<file path="config.mk">
export PLATFORM = sky130hd
export DESIGN_NAME = pcm_serial_port
export DESIGN_NICKNAME = d
export VERILOG_FILES = /design/src/rtl/pcm_pkg.sv /design/src/rtl/pcm_clkgen.sv /design/src/rtl/pcm_tx.sv /design/src/rtl/pcm_rx.sv /design/src/rtl/pcm_serial_port.sv
export SDC_FILE = /design/constraint.sdc
export NUM_CORES = 1
export LEC_CHECK = 0
export ABC_CLOCK_PERIOD_IN_PS = 4700
export BUFFER_PORTS_ARGS = -buffer_cell sky130_fd_sc_hd__buf_2
export CAP_MARGIN = 10
export CORE_AREA = 2 2 118 120
export DETAILED_ROUTE_END_ITERATION = 10
export DIE_AREA = 0 0 120 122
export PLACE_DENSITY = 0.65
export SYNTH_ARGS = -nofsm -noshare
export SYNTH_HDL_FRONTEND = slang
export SYNTH_SLANG_ARGS = --single-unit
</file>
<file path="constraint.sdc">
create_clock -name clk -period 4.7 [get_ports clk]
set_clock_uncertainty 0.1 [all_clocks]
set_input_delay 0 -clock clk [delete_from_list [all_inputs] [get_ports clk]]
set_output_delay 0 -clock clk [all_outputs]
set_load 0.01 [all_outputs]
</file>
<file path="src/rtl/pcm_pkg.sv">
package pcm_pkg;
    localparam int WORD_W = 16;

    typedef enum logic [1:0] {
        ST_IDLE,
        ST_CLKRUN,
        ST_PORTRDY,
        ST_FRAMING
    } pcm_state_e;
endpackage

</file>
<file path="src/rtl/pcm_clkgen.sv">
module pcm_clkgen #(
    parameter int DIV_W = 8
) (
    input  logic             clk,
    input  logic             rst_n,
    input  logic             run,
    input  logic [DIV_W-1:0] div,
    output logic             bclk,
    output logic             rise_ev,
    output logic             fall_ev
);
    logic [DIV_W-1:0] half_cnt;
    logic             at_end;

    assign at_end  = run && (half_cnt == div);
    assign rise_ev = at_end && !bclk;
    assign fall_ev = at_end && bclk;

    always_ff @(posedge clk or negedge rst_n) begin
        if (!rst_n) begin
            half_cnt <= '0;
            bclk     <= 1'b0;
        end else if (!run) begin
            half_cnt <= '0;
            bclk     <= 1'b0;
        end else if (at_end) begin
            half_cnt <= '0;
            bclk     <= ~bclk;
        end else begin
            half_cnt <= half_cnt + 1'b1;
        end
    end
endmodule

</file>
<file path="src/rtl/pcm_tx.sv">
module pcm_tx import pcm_pkg::*; #(
    parameter int PER_W = 12
) (
    input  logic              clk,
    input  logic              rst_n,
    input  logic              port_on,
    input  logic              framing,
    input  logic              rise_ev,
    input  logic [PER_W-1:0]  nxt_cnt,
    input  logic              wide,
    input  logic [WORD_W-1:0] tx_data,
    input  logic              tx_wr,
    output logic              sd_out,
    output logic              sd_oe,
    output logic              tx_empty,
    output logic              tx_underrun
);
    logic [WORD_W-1:0] hold_q;
    logic [WORD_W-1:0] sh_q;
    logic [WORD_W-1:0] src;
    logic [PER_W-1:0]  wlen;
    logic              load_ev;

    assign wlen    = wide ? PER_W'(16) : PER_W'(8);
    assign load_ev = framing && rise_ev && (nxt_cnt == PER_W'(1));
    assign src     = tx_wr ? tx_data : hold_q;
    assign sd_out  = sh_q[WORD_W-1];

    always_ff @(posedge clk or negedge rst_n) begin
        if (!rst_n) begin
            hold_q      <= '0;
            sh_q        <= '0;
            sd_oe       <= 1'b0;
            tx_empty    <= 1'b1;
            tx_underrun <= 1'b0;
        end else if (!port_on) begin
            sd_oe       <= 1'b0;
            tx_empty    <= 1'b1;
            tx_underrun <= 1'b0;
        end else if (load_ev) begin
            if (tx_empty && !tx_wr) tx_underrun <= 1'b1;
            if (tx_wr) hold_q <= tx_data;
            sh_q     <= wide ? src : {src[7:0], 8'h00};
            tx_empty <= 1'b1;
            sd_oe    <= 1'b1;
        end else begin
            if (tx_wr) begin
                hold_q   <= tx_data;
                tx_empty <= 1'b0;
            end
            if (!framing) begin
                sd_oe <= 1'b0;
            end else if (rise_ev) begin
                if (nxt_cnt >= PER_W'(2) && nxt_cnt <= wlen) sh_q <= sh_q << 1;
                sd_oe <= (nxt_cnt >= PER_W'(1)) && (nxt_cnt <= wlen);
            end
        end
    end
endmodule

</file>
<file path="src/rtl/pcm_rx.sv">
module pcm_rx import pcm_pkg::*; #(
    parameter int PER_W = 12
) (
    input  logic              clk,
    input  logic              rst_n,
    input  logic              port_on,
    input  logic              framing,
    input  logic              fall_ev,
    input  logic [PER_W-1:0]  cur_cnt,
    input  logic              wide,
    input  logic              sd_in,
    input  logic              rx_rd,
    output logic [WORD_W-1:0] rx_data,
    output logic              rx_valid,
    output logic              rx_full,
    output logic              rx_overrun
);
    logic [WORD_W-2:0] rsh_q;
    logic [PER_W-1:0]  wlen;
    logic              bit_ev;
    logic              last_ev;

    assign wlen    = wide ? PER_W'(16) : PER_W'(8);
    assign bit_ev  = framing && fall_ev && (cur_cnt >= PER_W'(1)) && (cur_cnt <= wlen);
    assign last_ev = bit_ev && (cur_cnt == wlen);

    always_ff @(posedge clk or negedge rst_n) begin
        if (!rst_n) begin
            rsh_q      <= '0;
            rx_data    <= '0;
            rx_valid   <= 1'b0;
            rx_full    <= 1'b0;
            rx_overrun <= 1'b0;
        end else begin
            rx_valid <= 1'b0;
            if (!port_on) begin
                rx_full    <= 1'b0;
                rx_overrun <= 1'b0;
            end else begin
                if (bit_ev) rsh_q <= {rsh_q[WORD_W-3:0], sd_in};
                if (last_ev) begin
                    rx_data  <= wide ? {rsh_q, sd_in} : {8'h00, rsh_q[6:0], sd_in};
                    rx_valid <= 1'b1;
                    if (rx_full) rx_overrun <= 1'b1;
                    rx_full  <= 1'b1;
                end else if (rx_rd) begin
                    rx_full <= 1'b0;
                end
            end
        end
    end
endmodule

</file>
<file path="src/rtl/pcm_serial_port.sv">
module pcm_serial_port import pcm_pkg::*; #(
    parameter int DIV_W = 8,
    parameter int PER_W = 12,
    parameter int WID_W = 8
) (
    input  logic              clk,
    input  logic              rst_n,
    input  logic [DIV_W-1:0]  div_cfg,
    input  logic [PER_W-1:0]  per_cfg,
    input  logic [WID_W-1:0]  wid_cfg,
    input  logic              lin_mode,
    input  logic              gen_en,
    input  logic              xr_en,
    input  logic              fs_en,
    input  logic [WORD_W-1:0] tx_data,
    input  logic              tx_wr,
    output logic              tx_empty,
    output logic              tx_underrun,
    output logic [WORD_W-1:0] rx_data,
    output logic              rx_valid,
    output logic              rx_full,
    input  logic              rx_rd,
    output logic              rx_overrun,
    output logic              bclk,
    output logic              fsync_x,
    output logic              fsync_r,
    output logic              sd_out,
    output logic              sd_oe,
    input  logic              sd_in
);
    pcm_state_e       st_q, st_d;
    logic             rise_ev, fall_ev;
    logic [PER_W-1:0] fcnt_q, fcnt_nx, wid_ext;
    logic             fs_q;
    logic             port_on, framing;

    pcm_clkgen #(.DIV_W(DIV_W)) u_clkgen (
        .clk(clk), .rst_n(rst_n), .run(gen_en), .div(div_cfg),
        .bclk(bclk), .rise_ev(rise_ev), .fall_ev(fall_ev)
    );

    // Release-order controller
    always_comb begin
        st_d = st_q;
        unique case (st_q)
            ST_IDLE:    if (gen_en) st_d = ST_CLKRUN;
            ST_CLKRUN:  if (!gen_en) st_d = ST_IDLE;
                        else if (xr_en) st_d = ST_PORTRDY;
            ST_PORTRDY: if (!gen_en) st_d = ST_IDLE;
                        else if (!xr_en) st_d = ST_CLKRUN;
                        else if (fs_en && rise_ev) st_d = ST_FRAMING;
            ST_FRAMING: if (!gen_en) st_d = ST_IDLE;
                        else if (!xr_en) st_d = ST_CLKRUN;
                        else if (!fs_en) st_d = ST_PORTRDY;
            default:    st_d = ST_IDLE;
        endcase
    end

    always_ff @(posedge clk or negedge rst_n) begin
        if (!rst_n) st_q <= ST_IDLE;
        else        st_q <= st_d;
    end

    assign port_on = (st_d == ST_PORTRDY) || (st_d == ST_FRAMING);
    assign framing = (st_d == ST_FRAMING);
    assign wid_ext = PER_W'(wid_cfg);
    assign fcnt_nx = (st_q == ST_FRAMING) ?
                     ((fcnt_q == per_cfg) ? '0 : fcnt_q + 1'b1) : '0;

    // Frame counter and pulse
    always_ff @(posedge clk or negedge rst_n) begin
        if (!rst_n) begin
            fcnt_q <= '0;
            fs_q   <= 1'b0;
        end else if (!framing) begin
            fcnt_q <= '0;
            fs_q   <= 1'b0;
        end else if (rise_ev) begin
            fcnt_q <= fcnt_nx;
            fs_q   <= (fcnt_nx <= wid_ext);
        end
    end

    assign fsync_x = fs_q;
    assign fsync_r = fs_q;

    pcm_tx #(.PER_W(PER_W)) u_tx (
        .clk(clk), .rst_n(rst_n), .port_on(port_on), .framing(framing),
        .rise_ev(rise_ev), .nxt_cnt(fcnt_nx), .wide(lin_mode),
        .tx_data(tx_data), .tx_wr(tx_wr), .sd_out(sd_out), .sd_oe(sd_oe),
        .tx_empty(tx_empty), .tx_underrun(tx_underrun)
    );

    pcm_rx #(.PER_W(PER_W)) u_rx (
        .clk(clk), .rst_n(rst_n), .port_on(port_on), .framing(framing),
        .fall_ev(fall_ev), .cur_cnt(fcnt_q), .wide(lin_mode), .sd_in(sd_in),
        .rx_rd(rx_rd), .rx_data(rx_data), .rx_valid(rx_valid),
        .rx_full(rx_full), .rx_overrun(rx_overrun)
    );
endmodule

</file>
* Word-level counts from Yosys, hierarchy flattened
Index checks and enable logic that the tools add are counted.
Storage, ports and cells: register bits 93, input bits 53, latch bits 0, output and inout port bits 26, memories kept 0, bits in read-only memories 0, bits in writable memories 0
Cells by class: magnitude comparators 6, div/mod/pow operators 0, equal/unequal tests 18, bitwise operators 1, add/subtract/negate cells 2, $mul 0, mux-type cells 46, reduce and logical (&&, ||, !) cells 25, shift operators 0
Operators by type and width (number):
- 2-to-1 mux 16 bit | 7
- 2-to-1 mux 12 bit | 4
- == test 12 bit | 2
- >= comparator 12 x 1 -> 1 bit (second input constant) | 2
- <= comparator 12 bit | 2
- 2-to-1 mux 1 bit | 22
- 2-to-1 mux 2 bit | 9
- 2-to-1 mux 8 bit | 2
- logical AND 1 bit | 13
- adder 12 x 1 -> 12 bit (second input constant) | 1
- == test 12 x 1 -> 1 bit (second input constant) | 1
- >= comparator 12 x 2 -> 1 bit (second input constant) | 1
- <= comparator 12 x 8 -> 1 bit | 1
- != test 2 bit (second input constant) | 5
- adder 8 x 1 -> 8 bit (second input constant) | 1
- == test 2 bit (second input constant) | 4
- == test 8 bit | 1
- case mux 2 bit (4 select lines) | 1
- AND reduction 2 bit | 4
- != test 3 bit (second input constant) | 2
- nonzero test 2 bit | 3
- 2-to-1 mux 5 bit | 1
- != test 4 bit (second input constant) | 1
- AND reduction 4 bit | 1
- 6 further kinds | 7

* Depth between registers and ports, before layout
word-level depth 15, gate-level depth with buffers 15

* Hierarchy
From an unflattened synthesis, not the netlist that was laid out.
Unflattened totals: cell total of the unflattened synthesis 455, area, all modules 5176.2 um2
Modules (own cells, without submodules):
- pcm_tx | instances 1, cells an instance 137, area an instance 1913.1 um2
- pcm_rx | instances 1, cells an instance 107, area an instance 1457.6 um2
- pcm_serial_port | instances 1, cells an instance 162, area an instance 1312.5 um2
- pcm_clkgen | instances 1, cells an instance 49, area an instance 493.0 um2

* Worst setup path after synthesis
No wires, ideal clock.
path kind flip-flop to flip-flop, from register fcnt_q[0], to register u_tx.sh_q[5], path slack 1.099 ns, buffers on the path 3, arrival time 3.375 ns, required time 4.474 ns, stages on the path, launching flop included 16, cell sequence dfrtp_1 -> buf_2 -> xor2_1 -> nor4_1 -> a31o_2 -> clkbuf_1 -> nor2_1 -> ha_1 -> nor2b_1 -> o22a_1 -> nor4_1 -> nand4_1 -> clkbuf_1 -> o22ai_1 -> nand2_1 -> o2bb2ai_1
Between the ends: longest elaborated chain between the ends 7, elaborated cells on any way between the ends 14
Ends and longest elaborated chain:
- start, declared | line pcm_serial_port.sv:33 | logic [PER_W-1:0] fcnt_q, fcnt_nx, wid_ext;
- start signal, assigned | line pcm_serial_port.sv:79 | fcnt_q <= fcnt_nx;
- adder 12 x 1 -> 12 bit or == test 12 bit (tied branches) | line pcm_serial_port.sv:68 | ((fcnt_q == per_cfg) ? '0 : fcnt_q + 1'b1) : '0;
- 2-to-1 mux 12 bit * | line pcm_serial_port.sv:68
- 2-to-1 mux 12 bit * | line pcm_serial_port.sv:67 | assign fcnt_nx = (st_q == ST_FRAMING) ?
- >= comparator 12 x 2 -> 1 bit, or another cell as far along | line pcm_tx.sv:54 | if (nxt_cnt >= PER_W'(2) && nxt_cnt <= wlen) sh_q <= sh_q << 1;
- logical AND 1 bit (on tied branches) | line pcm_tx.sv:54, pcm_tx.sv:25
- nonzero test 2 bit (no line)
- AND reduction 4 bit (no line)
- end signal, assigned | line pcm_tx.sv:43 | sh_q <= wide ? src : {src[7:0], 8'h00};
- end signal, assigned | line pcm_tx.sv:54
- end, declared | line pcm_tx.sv:19 | logic [WORD_W-1:0] sh_q;
Every way passes the cells marked *; elsewhere a longest branch is shown, timed or not. A chain may end at the register's enable or synchronous reset.

* Final worst setup path
from register fcnt_q[0], to register u_tx.sh_q[3]
The elaborated chain is that of the path after synthesis.

==> qor.csv <==
stage;metric;value;unit
placement;RD Place Congestion;0.891;
placement;number of port buffers;78;
global_routing;Tot GR Track Use;17.6;%
sta;Tcrit/Tclk final;88.1;%
cells_and_area;synthesis-to-finish area growth;20.0;%
clocking;# H-tree levels;3;
sta;Max Slew Vio Count;0;
yosys;Syn Nets;617;
clocking;CTS Buffer Depth;2;
sta;RSZ-0062 raised after global routing;no;
route;initial detailed-routing violation count;276;
sta;Final Hold Fails;0;
sta;setup_tns;0;ns
clocking;clk root buf;clkbuf_16;
pwr;Overall Power;1.84;mW
flow_run;# Max-Cap Violations;0;
pwr;Power Dens Cells;294;mW/mm2
sta;Finish-stage setup viols;0;
setup_path;Critical Path RT;4.82;ns
yosys;post-synthesis cell count;547;
route;DRT Wirelength;12.4;mm
die;Die X;120;um
setup_path;Max stage delay on crit path;0.56;ns
clocking;Num CTS Buffers;9;
setup_path;Crit path max-delay family;simple AND/OR/NAND/NOR gates;
die;Initial Utilization;38.7;%
route;antenna viol nets, final;0;
route;vias per cell;5.25;
yosys;Main synth FF type;dfrtp_1;
placement;DP Area;0.00570;mm2
die;die area;0.0146;mm2
sta;Final Hold Slack;0.00803;ns
sta;slew margin rel.;41.8;%
cells_and_area;commonest non-fill, non-tap cells in the layout;92 x dfrtp_1, 79 x nand2_1, 77 x buf_2;
setup_path;CP Launch Type;flop;
die;# rows;43;
outcome;status;completed;
yosys;Post-synth EDFFs;0;
setup_path;critical path's slowest cell;nand4_1;
worst_hold_path;Hold WC Path Type;in -> reg;
setup_path;Crit Path Class;reg -> reg;
yosys;Avg Cell Area, Syn;9.55;um2
cells_and_area;Layout Nets;700;
setup_path;worst path buffer plus inverter count;0;
pwr;LEAKAGE;3.07;nW
sta;highest clock rate;241;MHz
cells_and_area;commonest non-fill, non-tap cell in the layout;dfrtp_1;
yosys;cell area after synthesis;0.00522;mm2
clocking;Worst-path clk slew;0.06;ns
global_routing;antenna violations before repair;0;
route;DRC;0;
global_routing;vias in the first global route;4258;
yosys;yosys warns;0;
sta;minimum clock period;4.14;ns
die;DIE HEIGHT;122;um
cells_and_area;cell area after layout;0.00627;mm2
route;via count;4280;
pwr;Max VDD drop;185;uV
clocking;clock insertion delay at the later pin of the skew report;0.35;ns
global_routing;first-pass GRT wire length;20.7;mm
global_routing;largest net degree at the start of global routing;51;
setup_path;CP cell instances;xor2_1 > nor4_1 > a31o_2 > nor2_1 > ha_1 > nand4b_1 > o22a_1 > nor4_1 > nand4_1 > o22ai_1 > nand2_1 > o2bb2ai_1;
yosys;asr flop ratio synth;100;%
placement;Final HPWL DP;8.80;mm
yosys;post-synthesis register bit count;93;
cells_and_area;layout cells sized above 1;21.1;%
clocking;Clock Sinks;93;
yosys;Yosys cell types;56;
sta;Worst-Margin Slew;0.867;ns
die;I/O pin total;79;
setup_path;Setup crit end kind;flop;
clocking;setup bufs post-CTS;0;
setup_path;Critical Path AT;4.27;ns
route;WL/cell;15.2;um
die;Core Area;0.0135;mm2
yosys;sequential-to-total area share from yosys stat;44.6;%
cells_and_area;Inserted Diodes;0;
global_routing;gr ovfl total;0;
setup_path;Worst Path Max Fanout;15;
setup_path;cell mode on critical path;nor4_1;
clocking;CTS tree;built;
route;first drt pass iteration count;5;
-- layer usage --
metal	vias up	GRT usage [%]	part of all wire (%)
li1	2086	-	-
met1	2063	23.4	44
met2	113	28.8	48
met3	18	3.65	5.8
met4	0	6.10	1.7
met5	-	0	0
-- report_power, final --
group          switching (mW)  internal [mW]
Clock                   0.315          0.486
Combinational          0.0860         0.0918
Sequential             0.0216          0.840
Total                   0.423           1.42
-- logic make-up (layout without fill, tap and decap cells) --
group / count (synthesis) / in the layout / synth area share (%)
simple gates: 216 / 216 / 20.7
compound gates: 99 / 99 / 12.4
flops: 93 / 93 / 44.6
buf+inv: 48 / 136 / 4.14
mux: 40 / 40 / 8.41
xor+xnor: 34 / 34 / 5.70
fa+ha+maj: 17 / 17 / 4.07
-- area by class of cell --
cell class,instances,area [um2]
clock inverter,4,80.1
fill,1284,7240
sequential,93,2330
timing repair buffer,104,648
inverter,16,60.1
tap,180,225
multi-input combinational,406,2680
clock buffer,12,246
-- worst paths after layout --
path / startpoint / cells past startpoint / endpoint / slack (ns)
min in group asynchronous: rst_n / 2 / fcnt_q[7]$_DFFE_PN0P_ / 0.09
setup reg to reg: fcnt_q[0]$_DFFE_PN0P_ / 12 / u_tx.sh_q[3]$_DFFE_PN0P_ / 0.56
setup / recovery: fcnt_q[0]$_DFFE_PN0P_ / 12 / u_tx.sh_q[3]$_DFFE_PN0P_ / 0.56
hold / removal: xr_en / 3 / u_rx.rx_full$_DFFE_PN0P_ / 0.008
max in group asynchronous: rst_n / 3 / u_rx.rsh_q[9]$_DFFE_PN0P_ / 3.35
hold reg to reg: u_rx.rx_data[3]$_DFFE_PN0P_ / 2 / u_rx.rx_data[3]$_DFFE_PN0P_ / 0.36
-- registers in the layout, summed over array words and instances, names as in the netlist --
signal / cells
u_tx.hold_q: 16
u_rx.rx_data: 16
u_clkgen.bclk: 1
u_rx.rsh_q: 15
u_rx.rx_overrun: 1
u_rx.rx_full: 1
fcnt_q: 12
u_rx.rx_valid: 1
u_tx.tx_underrun: 1
st_q: 2
u_clkgen.half_cnt: 8
u_tx.sd_oe: 1
u_tx.sh_q: 16
u_tx.tx_empty: 1
fsync_r: 1
-- cell usage after synthesis (2+ instances only) --
master     count  share of area, %
a31oi_1        2              0.24
mux2i_1        9               1.7
nor4_1         9               1.1
buf_6          2              0.43
o22a_1         9               1.5
o21ai_0       23               2.2
o2bb2ai_1      7               1.2
nand4b_1       3              0.50
nand2_1       79               5.7
o211ai_1       3              0.43
a211oi_1      10               1.4
nor3_1         6              0.58
nand3b_1       4              0.58
inv_1         15               1.1
nand2b_1       3              0.36
buf_2          8              0.77
xor2_1        28               4.7
o22ai_1        7              0.84
nor4_2         2              0.48
nand4_1        7              0.84
a21oi_1       23               2.2
nor2_1        31               2.2
and3_1        11               1.3
o21a_1         2              0.29
or3_1          7              0.84
ha_1          17               4.1
a21o_1         2              0.29
nand3_1       24               2.3
a211o_1        2              0.34
clkbuf_1      18               1.3
nor2b_1       16               1.9
mux2_2        31               6.7
and4_1         2              0.34
buf_4          3              0.43
and2_1         5              0.60
dfrtp_1       92                44
xnor2_1        6               1.0
-- worst register-to-register path, delay by kind of cell (launching register included) --
| kind | cells | cell delay (ns) |
|---|---|---|
| compound gates | 4 | 1.20 |
| fa+ha+maj | 1 | 0.31 |
| flops | 1 | 0.55 |
| simple gates | 6 | 1.62 |
| xor+xnor | 1 | 0.24 |
-- timing repair --
action | 4_1_cts | 5_1_grt
endpoints found under the hold margin | 77 | 0
gates resized for setup | 0 | 0
hold buffers | 24 | 0
setup endpoints to repair | 0 | 0
-- metrics by stage --
step	util, %	std cells	setup WS (ns)
after floorplan	-	547	1.10
after global placement	42.2	775	0.747
after CTS	46.4	815	0.609
final	46.4	815	0.558
after detailed placement	42.2	775	0.620
after global routing	46.4	815	0.209
Power figures use the tool's default switching activity.
